### config.mk
export PLATFORM = sky130hd
export DESIGN_NAME = clk_src_seq
export DESIGN_NICKNAME = d
export VERILOG_FILES = /design/src/rtl/clk_seq_pkg.sv /design/src/rtl/clk_seq_req.sv /design/src/rtl/clk_seq_fsm.sv /design/src/rtl/clk_src_seq.sv
export SDC_FILE = /design/constraint.sdc
export NUM_CORES = 1
export LEC_CHECK = 0
export BUFFER_PORTS_ARGS = -buffer_cell sky130_fd_sc_hd__buf_2
export CAP_MARGIN = 20
export CORE_UTILIZATION = 50
export CTS_CLUSTER_SIZE = 28
export DETAILED_ROUTE_END_ITERATION = 10
export GPL_ROUTABILITY_DRIVEN = 0
export MAX_ROUTING_LAYER = met4
export PLACE_DENSITY = 0.73
export SYNTH_ARGS = -nofsm -noshare
export SYNTH_HDL_FRONTEND = slang
export SYNTH_HIERARCHICAL = 1
export SYNTH_SLANG_ARGS = --single-unit
### constraint.sdc
create_clock -name clk -period 1.8 [get_ports clk]
set_input_delay 0.36 -clock clk [delete_from_list [all_inputs] [get_ports clk]]
set_output_delay 0.36 -clock clk [all_outputs]
set_load 0.05 [all_outputs]
### src/rtl/clk_seq_pkg.sv
package clk_seq_pkg;
    localparam logic [1:0] SRC_RC   = 2'b00;
    localparam logic [1:0] SRC_XTAL = 2'b01;
    localparam logic [1:0] SRC_PLL  = 2'b10;

    typedef enum logic [2:0] {
        ST_RUN,
        ST_SWITCH,
        ST_SLEEP,
        ST_WAKE_WAIT,
        ST_HANDBACK
    } seq_state_e;
endpackage

### src/rtl/clk_seq_req.sv
module clk_seq_req #(
    parameter int NSRC  = 3,
    parameter int SEL_W = 2
) (
    input  logic             clk,
    input  logic             rst_n,
    input  logic             wr_en,
    input  logic [SEL_W-1:0] wr_src,
    input  logic             take,
    input  logic             flush,
    output logic             pend_valid,
    output logic [SEL_W-1:0] pend_src
);
    logic code_ok;
    assign code_ok = (int'(wr_src) < NSRC);

    always_ff @(posedge clk or negedge rst_n) begin
        if (!rst_n) begin
            pend_valid <= 1'b0;
            pend_src   <= '0;
        end else if (flush) begin
            pend_valid <= 1'b0;
        end else if (wr_en && code_ok) begin
            pend_valid <= 1'b1;
            pend_src   <= wr_src;
        end else if (take) begin
            pend_valid <= 1'b0;
        end
    end


    pend_hold_chk: assert property (@(posedge clk) disable iff (!rst_n)
        (pend_valid && !take && !flush) |=> pend_valid);
endmodule

### src/rtl/clk_seq_fsm.sv
module clk_seq_fsm
    import clk_seq_pkg::*;
#(
    parameter int NSRC  = 3,
    parameter int SEL_W = 2
) (
    input  logic             clk,
    input  logic             rst_n,
    input  logic [NSRC-1:0]  src_stable,
    input  logic             sleep_enter,
    input  logic             sleep_exit,
    input  logic             pd_wake,
    input  logic             fast_wake_en,
    input  logic             pend_valid,
    input  logic [SEL_W-1:0] pend_src,
    output logic             take,
    output logic             flush,
    output logic [SEL_W-1:0] clk_sel,
    output logic             busy
);
    localparam logic [SEL_W-1:0] RC_CODE = SEL_W'(SRC_RC);

    seq_state_e       state_q, state_n;
    logic [SEL_W-1:0] cur_q, cur_n;
    logic [SEL_W-1:0] saved_q, saved_n;
    logic [SEL_W-1:0] tgt_q, tgt_n;

    function automatic logic is_stable(input logic [NSRC-1:0] s, input logic [SEL_W-1:0] c);
        logic r;
        r = 1'b0;
        for (int i = 0; i < NSRC; i++) begin
            if (int'(c) == i) r = s[i];
        end
        return r;
    endfunction

    always_ff @(posedge clk or negedge rst_n) begin
        if (!rst_n) begin
            state_q <= ST_RUN;
            cur_q   <= RC_CODE;
            saved_q <= RC_CODE;
            tgt_q   <= RC_CODE;
        end else begin
            state_q <= state_n;
            cur_q   <= cur_n;
            saved_q <= saved_n;
            tgt_q   <= tgt_n;
        end
    end

    always_comb begin
        state_n = state_q;
        cur_n   = cur_q;
        saved_n = saved_q;
        tgt_n   = tgt_q;
        take    = 1'b0;
        flush   = pd_wake;
        if (pd_wake) begin
            state_n = ST_RUN;
            cur_n   = RC_CODE;
        end else begin
            unique case (state_q)
                ST_RUN: begin
                    if (sleep_enter) begin
                        saved_n = cur_q;
                        state_n = ST_SLEEP;
                    end else if (pend_valid) begin
                        take = 1'b1;
                        if (pend_src != cur_q) begin
                            tgt_n   = pend_src;
                            state_n = ST_SWITCH;
                        end
                    end
                end
                ST_SWITCH: begin
                    if (is_stable(src_stable, tgt_q)) begin
                        cur_n   = tgt_q;
                        state_n = ST_RUN;
                    end
                end
                ST_SLEEP: begin
                    if (sleep_exit) begin
                        if (!fast_wake_en) begin
                            state_n = ST_WAKE_WAIT;
                        end else begin
                            cur_n   = RC_CODE;
                            state_n = (saved_q == RC_CODE) ? ST_RUN : ST_HANDBACK;
                        end
                    end
                end
                ST_WAKE_WAIT, ST_HANDBACK: begin
                    if (is_stable(src_stable, saved_q)) begin
                        cur_n   = saved_q;
                        state_n = ST_RUN;
                    end
                end
                default: state_n = ST_RUN;
            endcase
        end
    end

    always_comb begin
        clk_sel = cur_q;
        busy    = 1'b0;
        unique case (state_q)
            ST_RUN:       begin clk_sel = cur_q;   busy = 1'b0; end
            ST_SWITCH:    begin clk_sel = cur_q;   busy = 1'b1; end
            ST_SLEEP:     begin clk_sel = saved_q; busy = 1'b0; end
            ST_WAKE_WAIT: begin clk_sel = saved_q; busy = 1'b1; end
            ST_HANDBACK:  begin clk_sel = RC_CODE; busy = 1'b1; end
            default:      begin clk_sel = RC_CODE; busy = 1'b0; end
        endcase
    end


    pd_force_rc_chk: assert property (@(posedge clk) disable iff (!rst_n)
        pd_wake |=> (clk_sel == RC_CODE && !busy));


    sel_needs_stable_chk: assert property (@(posedge clk) disable iff (!rst_n)
        (clk_sel != $past(clk_sel) && clk_sel != RC_CODE && !$past(pd_wake))
        |-> ((($past(src_stable)) >> clk_sel) & NSRC'(1)) != '0);


    sleep_hold_chk: assert property (@(posedge clk) disable iff (!rst_n)
        (state_q == ST_SLEEP && $past(state_q) == ST_SLEEP) |-> $stable(clk_sel));


    sleep_only_run_chk: assert property (@(posedge clk) disable iff (!rst_n)
        (state_q == ST_SLEEP && $past(state_q) != ST_SLEEP) |-> $past(state_q) == ST_RUN);
endmodule

### src/rtl/clk_src_seq.sv
module clk_src_seq #(
    parameter int NSRC  = 3,
    parameter int SEL_W = 2
) (
    input  logic             clk,
    input  logic             rst_n,
    input  logic             req_we,
    input  logic [SEL_W-1:0] req_src,
    input  logic [NSRC-1:0]  src_stable,
    input  logic             sleep_enter,
    input  logic             sleep_exit,
    input  logic             pd_wake,
    input  logic             fast_wake_en,
    output logic [SEL_W-1:0] clk_sel,
    output logic [SEL_W-1:0] active_src,
    output logic             busy
);
    logic             pend_valid, take, flush;
    logic [SEL_W-1:0] pend_src;

    clk_seq_req #(.NSRC(NSRC), .SEL_W(SEL_W)) u_req (
        .clk        (clk),
        .rst_n      (rst_n),
        .wr_en      (req_we),
        .wr_src     (req_src),
        .take       (take),
        .flush      (flush),
        .pend_valid (pend_valid),
        .pend_src   (pend_src)
    );

    clk_seq_fsm #(.NSRC(NSRC), .SEL_W(SEL_W)) u_fsm (
        .clk          (clk),
        .rst_n        (rst_n),
        .src_stable   (src_stable),
        .sleep_enter  (sleep_enter),
        .sleep_exit   (sleep_exit),
        .pd_wake      (pd_wake),
        .fast_wake_en (fast_wake_en),
        .pend_valid   (pend_valid),
        .pend_src     (pend_src),
        .take         (take),
        .flush        (flush),
        .clk_sel      (clk_sel),
        .busy         (busy)
    );

    always_ff @(posedge clk or negedge rst_n) begin
        if (!rst_n) active_src <= '0;
        else        active_src <= clk_sel;
    end


    active_lag_chk: assert property (@(posedge clk) disable iff (!rst_n)
        active_src == $past(clk_sel));
endmodule

=== Word level (Yosys, flattened, before mapping) ===
Cells that the tools add are included.

* Bits in latches: 0
* Register bits: 14
* Output and inout bits: 5
* Memories kept: 0
* Memory bits (read-only): 0
* RAM bits: 0

* Shifts and indexed selects: 0
* Add/subtract/negate cells: 0
* $lt $le $gt $ge: 1
* Muxes and demuxes: 35
* Bitwise gates (word level): 2
* Div/mod/pow operators: 0
* Equal/unequal tests: 15
* Reductions and logical operators: 16
* Multipliers: 0

{| class="wikitable"
|+ Operator list
! cell !! number
|-
| $mux W3 || 9
|-
| $mux W1 || 18
|-
| $reduce_and A5 Y1 || 3
|-
| $pmux W3 S4 || 1
|-
| $mux W2 || 5
|-
| $eq A2 B2 Y1 const B || 4
|-
| $eq A3 B2 Y1 const B || 2
|-
| $logic_not A2 Y1 || 3
|-
| $ne A3 B2 Y1 const B || 2
|-
| $ne A3 B3 Y1 const B || 2
|-
| $pmux W2 S3 || 1
|-
| $reduce_or A2 Y1 || 3
|-
| $ne A4 B3 Y1 const B || 1
|-
| $ne A4 B4 Y1 const B || 1
|-
| $pmux W2 S2 || 1
|-
| $reduce_bool A4 Y1 || 1
|-
| $eq A3 B1 Y1 const B || 1
|-
| $eq A3 B3 Y1 const B || 1
|-
| $logic_not A3 Y1 || 1
|-
| $reduce_and A3 Y1 || 1
|-
| $reduce_bool A3 Y1 || 1
|-
| $reduce_or A3 Y1 || 1
|-
| $lt A2 B2 Y1 const B || 1
|-
| $ne A2 B2 Y1 || 1
|-
| other kinds (3) || 4
|}

=== Logic depth before layout (Yosys ltp) ===
* Word-level depth: 9
* Mapped depth: 6
* Gate-level depth less buffers: 5

=== Modules after synthesis ===
The synthesis kept the hierarchy.

{| class="wikitable"
|+ Modules (own cells, without submodules)
! module !! times used !! cells an instance !! area an instance (µm²)
|-
| clk_seq_fsm || 1 || 87 || 720.7
|-
| clk_seq_req || 1 || 11 || 128.9
|-
| clk_src_seq || 1 || 2 || 50.0
|}

=== Worst setup path before layout ===
Ideal clock, no wire load.

* Kind: reg2out
* Start point: register u_fsm.state_q[2]
* End point: output busy
* Required time: 1.440 ns
* Path buffers: 1
* Cell stages (with the launch flop): 3
* Arrival time: 1.721 ns
* Path slack: -0.281 ns
* Cells stage by stage: dfrtp_1 > clkbuf_1 > o21ai_0

* Word-level cells in the longest chain between the ends: 3

{| class="wikitable"
|+ RTL lines
! what !! RTL line !! RTL
|-
| from (decl) || clk_seq_fsm.sv:23 || <nowiki>seq_state_e state_q, state_n;</nowiki>
|-
| from (signal assigned) || clk_seq_fsm.sv:44 || <nowiki>state_q <= state_n;</nowiki>
|-
| $eq A3 B1 Y1, or another cell as far along || clk_seq_fsm.sv:105 || <nowiki>unique case (state_q)</nowiki>
|-
| $reduce_or A3 Y1 (no source line) * || - ||
|-
| $mux W1 * || clk_seq_fsm.sv:105 ||
|-
| to (decl) || clk_src_seq.sv:16 || <nowiki>output logic busy</nowiki>
|}

Every way passes the cells marked *; elsewhere a longest branch is shown, timed or not.

=== Worst setup path in the final report ===
* Start point: register u_fsm.state_q[1]
* End point: output clk_sel[1]

* Word-level cells in the longest chain between the ends: 3

{| class="wikitable"
|+ RTL lines
! what !! RTL line !! RTL
|-
| $eq A3 B2 Y1, or another cell as far along || clk_seq_fsm.sv:105 ||
|-
| $reduce_or A2 Y1 (no source line) || - ||
|-
| $pmux W2 S2 * || clk_seq_fsm.sv:105 ||
|-
| to (decl) || clk_src_seq.sv:14 || <nowiki>output logic [SEL_W-1:0] clk_sel,</nowiki>
|}

Marks and branches as above.

==> results.py <==
metrics = {
    "outcome": {
        "outcome": "completed",
    },
    "clock_tree": {
        "cts_tree": "yes",
        "cts-buffers-inserted": 3,
        "cts.path.max_buffers": 2,
        "clockRootBuffer": "clkbuf_4",
        "clk_latency_ns": 0.27,
        "clock-sinks": 14,
        "htree_levels": 1,
        "path_clk_slew_ns": 0.08,
        "post_cts_buffers": 0,
    },
    "floorplan": {
        "die_w_um": 44.4,
        "core_mm2": 0.00159,
        "die_h_um": 44.4,
        "ios": 17,
        "initial_core_util_pct": 56.4,
        "die_area_mm2": 0.00197,
        "row_count": 14,
    },
    "global_route": {
        "grt_pass1_wl_um": 3480,
        "grt_pass1_vias": 789,
        "overflow": 0,
        "gr-usage-all-layers_pct": 25.0,
        "antenna_found_initial": 0,
        "grt_max_degree": 15,
    },
    "synthesis": {
        "async_reset_ff_share_pct": 100,
        "yosys-top-cells-count": "14 x dfrtp_1, 11 x a21oi_1, 10 x nand2_1",
        "syn_nets": 112,
        "synth_area_leaders": "dfrtp_1 39%, a21oi_1 6.1%, a311oi_1 5.8%, mux2i_1 4.5%, nand2_1 4.2%",
        "synth-seq-cells": 14,
        "synth_cell_type_count": 31,
        "syn_area_um2": 900,
        "synth_edf_count": 0,
        "yosys.area.top_type": "dfrtp_1",
        "netlist.area_leader.share_pct": 38.9,
        "syn_inst": 100,
        "synth_warnings": 6,
        "ys_seq_area_share_pct": 38.9,
        "avgSynthCellArea_um2": 9.00,
        "synthFlopType": "dfrtp_1",
        "yosysMostFrequentCell": "dfrtp_1",
    },
    "timing": {
        "rsz0062_at_grt": "yes",
        "slew_viol_final": 0,
        "period_minus_slack_ns": 1.73,
        "setup_ws_ns": 0.0700,
        "setup_viol_count_final": 0,
        "hold_viol_final": 0,
        "relSlewSlack_pct": 77.1,
        "skew_ns": 0.000799,
        "fmax_ghz": 0.578,
        "fin_crit_sh_pct": 96.1,
        "setup_tns_ns": 0,
        "worst_pin_slew_ns": 0.344,
    },
    "drt": {
        "drc_errors": 0,
        "drtIter0Drc": 41,
        "dr.pass1.iters": 4,
        "vias_per_cell": 5.88,
        "drtAntennaViolNets": 0,
        "post_drt_wl_per_cell_um": 13.7,
        "routed_wl_um": 1980,
        "num_vias": 852,
    },
    "cells_and_area": {
        "drive_gt1_share_pct": 28.1,
        "layout.nets": 134,
        "fin_cells": 145,
        "num_antenna_cells": 0,
        "final_cell_area_mm2": 0.00109,
        "syn2layout_area_growth_pct": 21.1,
    },
    "pwr": {
        "ir_worst_vdd_uv": 818,
        "p_leak_nw": 0.494,
        "p_per_area_mw_per_mm2": 784,
    },
    "worst_setup_path": {
        "crit_required_ns": 1.44,
        "end_kind": "output pin",
        "critPathArrivalTime_ns": 1.37,
        "crit_fanout": 11,
        "start_kind": "flip-flop",
        "timing_worst_setup_path_type": "reg -> out",
    },
    "placed_design": {
        "io_buffers": 16,
        "placed_area_mm2": 0.00102,
        "hpwl_um": 1520,
        "place_ws_ns": 0.133,
        "dpl.cell_count": 140,
    },
    "flow_run": {
        "maxCapViolations": 0,
    },
    "hold_path": {
        "min_path_type": "in -> reg",
    },
}
==> power breakdown <==
group          switching (mW)  internal, mW
combinational           0.155         0.112
clock                  0.0960         0.123
sequential             0.0301         0.339
==> path summary, 6_finish.rpt <==
path / cells after the start / startpoint / endpoint / slack [ns]
worst min register to register: 2 / u_req/pend_src[1] / u_fsm/tgt_q[1] / 0.56
worst min-delay path: 3 / req_src[0] / u_req/pend_valid / 0.37
worst max-delay path: 4 / u_fsm/state_q[1] / clk_sel[1] / 0.07
max in group asynchronous: 2 / rst_n / u_fsm/state_q[1] / 1.06
min in group asynchronous: 2 / rst_n / active_src[1] / 0.50
worst max register to register: 5 / u_fsm/state_q[1] / u_fsm/tgt_q[0] / 0.11
==> final cells by class <==
type / count / area [µm²]
multi-input combinational: 75 / 508
fill: 127 / 504
sequential: 14 / 350
timing repair buffer: 22 / 143
clock buffer: 4 / 36.3
tap: 24 / 30.0
inverter: 6 / 22.5
==> through the flow <==
step | util (%) | total power [mW] | hold slack [ns]
detailed placement | 64.1 | 0.630 | 0.271
global placement | 64.1 | 0.623 | 0.264
finish | 68.4 | 0.855 | 0.366
global route | 68.4 | 0.912 | 0.371
CTS | 67.3 | 0.855 | 0.359
floorplan | - | 0.552 | 0.0644
==> registers in the layout (all words and copies together) (netlist names) <==
name              count
u_fsm/saved_q         2
u_fsm/tgt_q           2
u_req/pend_src        2
u_fsm/state_q         3
u_req/pend_valid      1
active_src            2
u_fsm/cur_q           2
==> routing by layer <==
layer / GRT usage (%) / wire (µm)
met5: - / 0
met4: 3.64 / 7
met3: 6.12 / 66
met2: 42.1 / 1030
met1: 31.0 / 882
==> cells by family after synthesis <==
logic type	share of synthesized area (%)
flops	38.9
buf+inv	5.29
mux	6.95
simple gates	21.3
xor+xnor	1.95
compound gates	25.6
==> critical path, cell delays in order (launching register included) <==
cell     delay, ns
dfrtp_1       0.44
buf_6         0.17
mux2i_1       0.12
nor2_1        0.14
buf_4         0.22
==> layout by cell type, fill, tap and decap left out <==
cell type	netlist	routed
nand2b_1	2	2
o21a_1	3	3
mux2i_1	4	3
nand3_1	1	1
o21ai_2	1	1
a21oi_1	11	11
or4_4	1	1
a41o_1	2	2
o2111ai_1	1	1
dlygate4sd3_1	0	1
dfrtp_1	14	14
a311oi_1	6	6
a21bo_2	1	1
inv_1	6	6
nor2b_1	4	4
nor3b_1	1	1
o21ai_0	5	4
xnor2_1	2	2
and3b_1	1	1
nor2_2	0	1
or3b_1	1	1
and3_1	1	1
nor3b_4	1	1
nor3_1	1	1
buf_4	1	6
buf_2	2	13
clkbuf_4	0	3
mux2i_2	0	1
nor2_1	8	7
mux2_2	2	2
clkbuf_8	0	1
buf_6	0	2
o21ai_1	0	1
o2111ai_2	1	1
nand2_1	10	10
nand3b_1	2	2
o22ai_1	2	2
==> timing repair <==
| action | in CTS | in global routing |
|---|---|---|
| gates resized for setup | 2 | 6 |
| hold buffers | 1 | 0 |
| endpoints found under the setup margin | 2 | 3 |
| hold endpoints to repair | 14 | 0 |
Power figures use the tool's default switching activity.
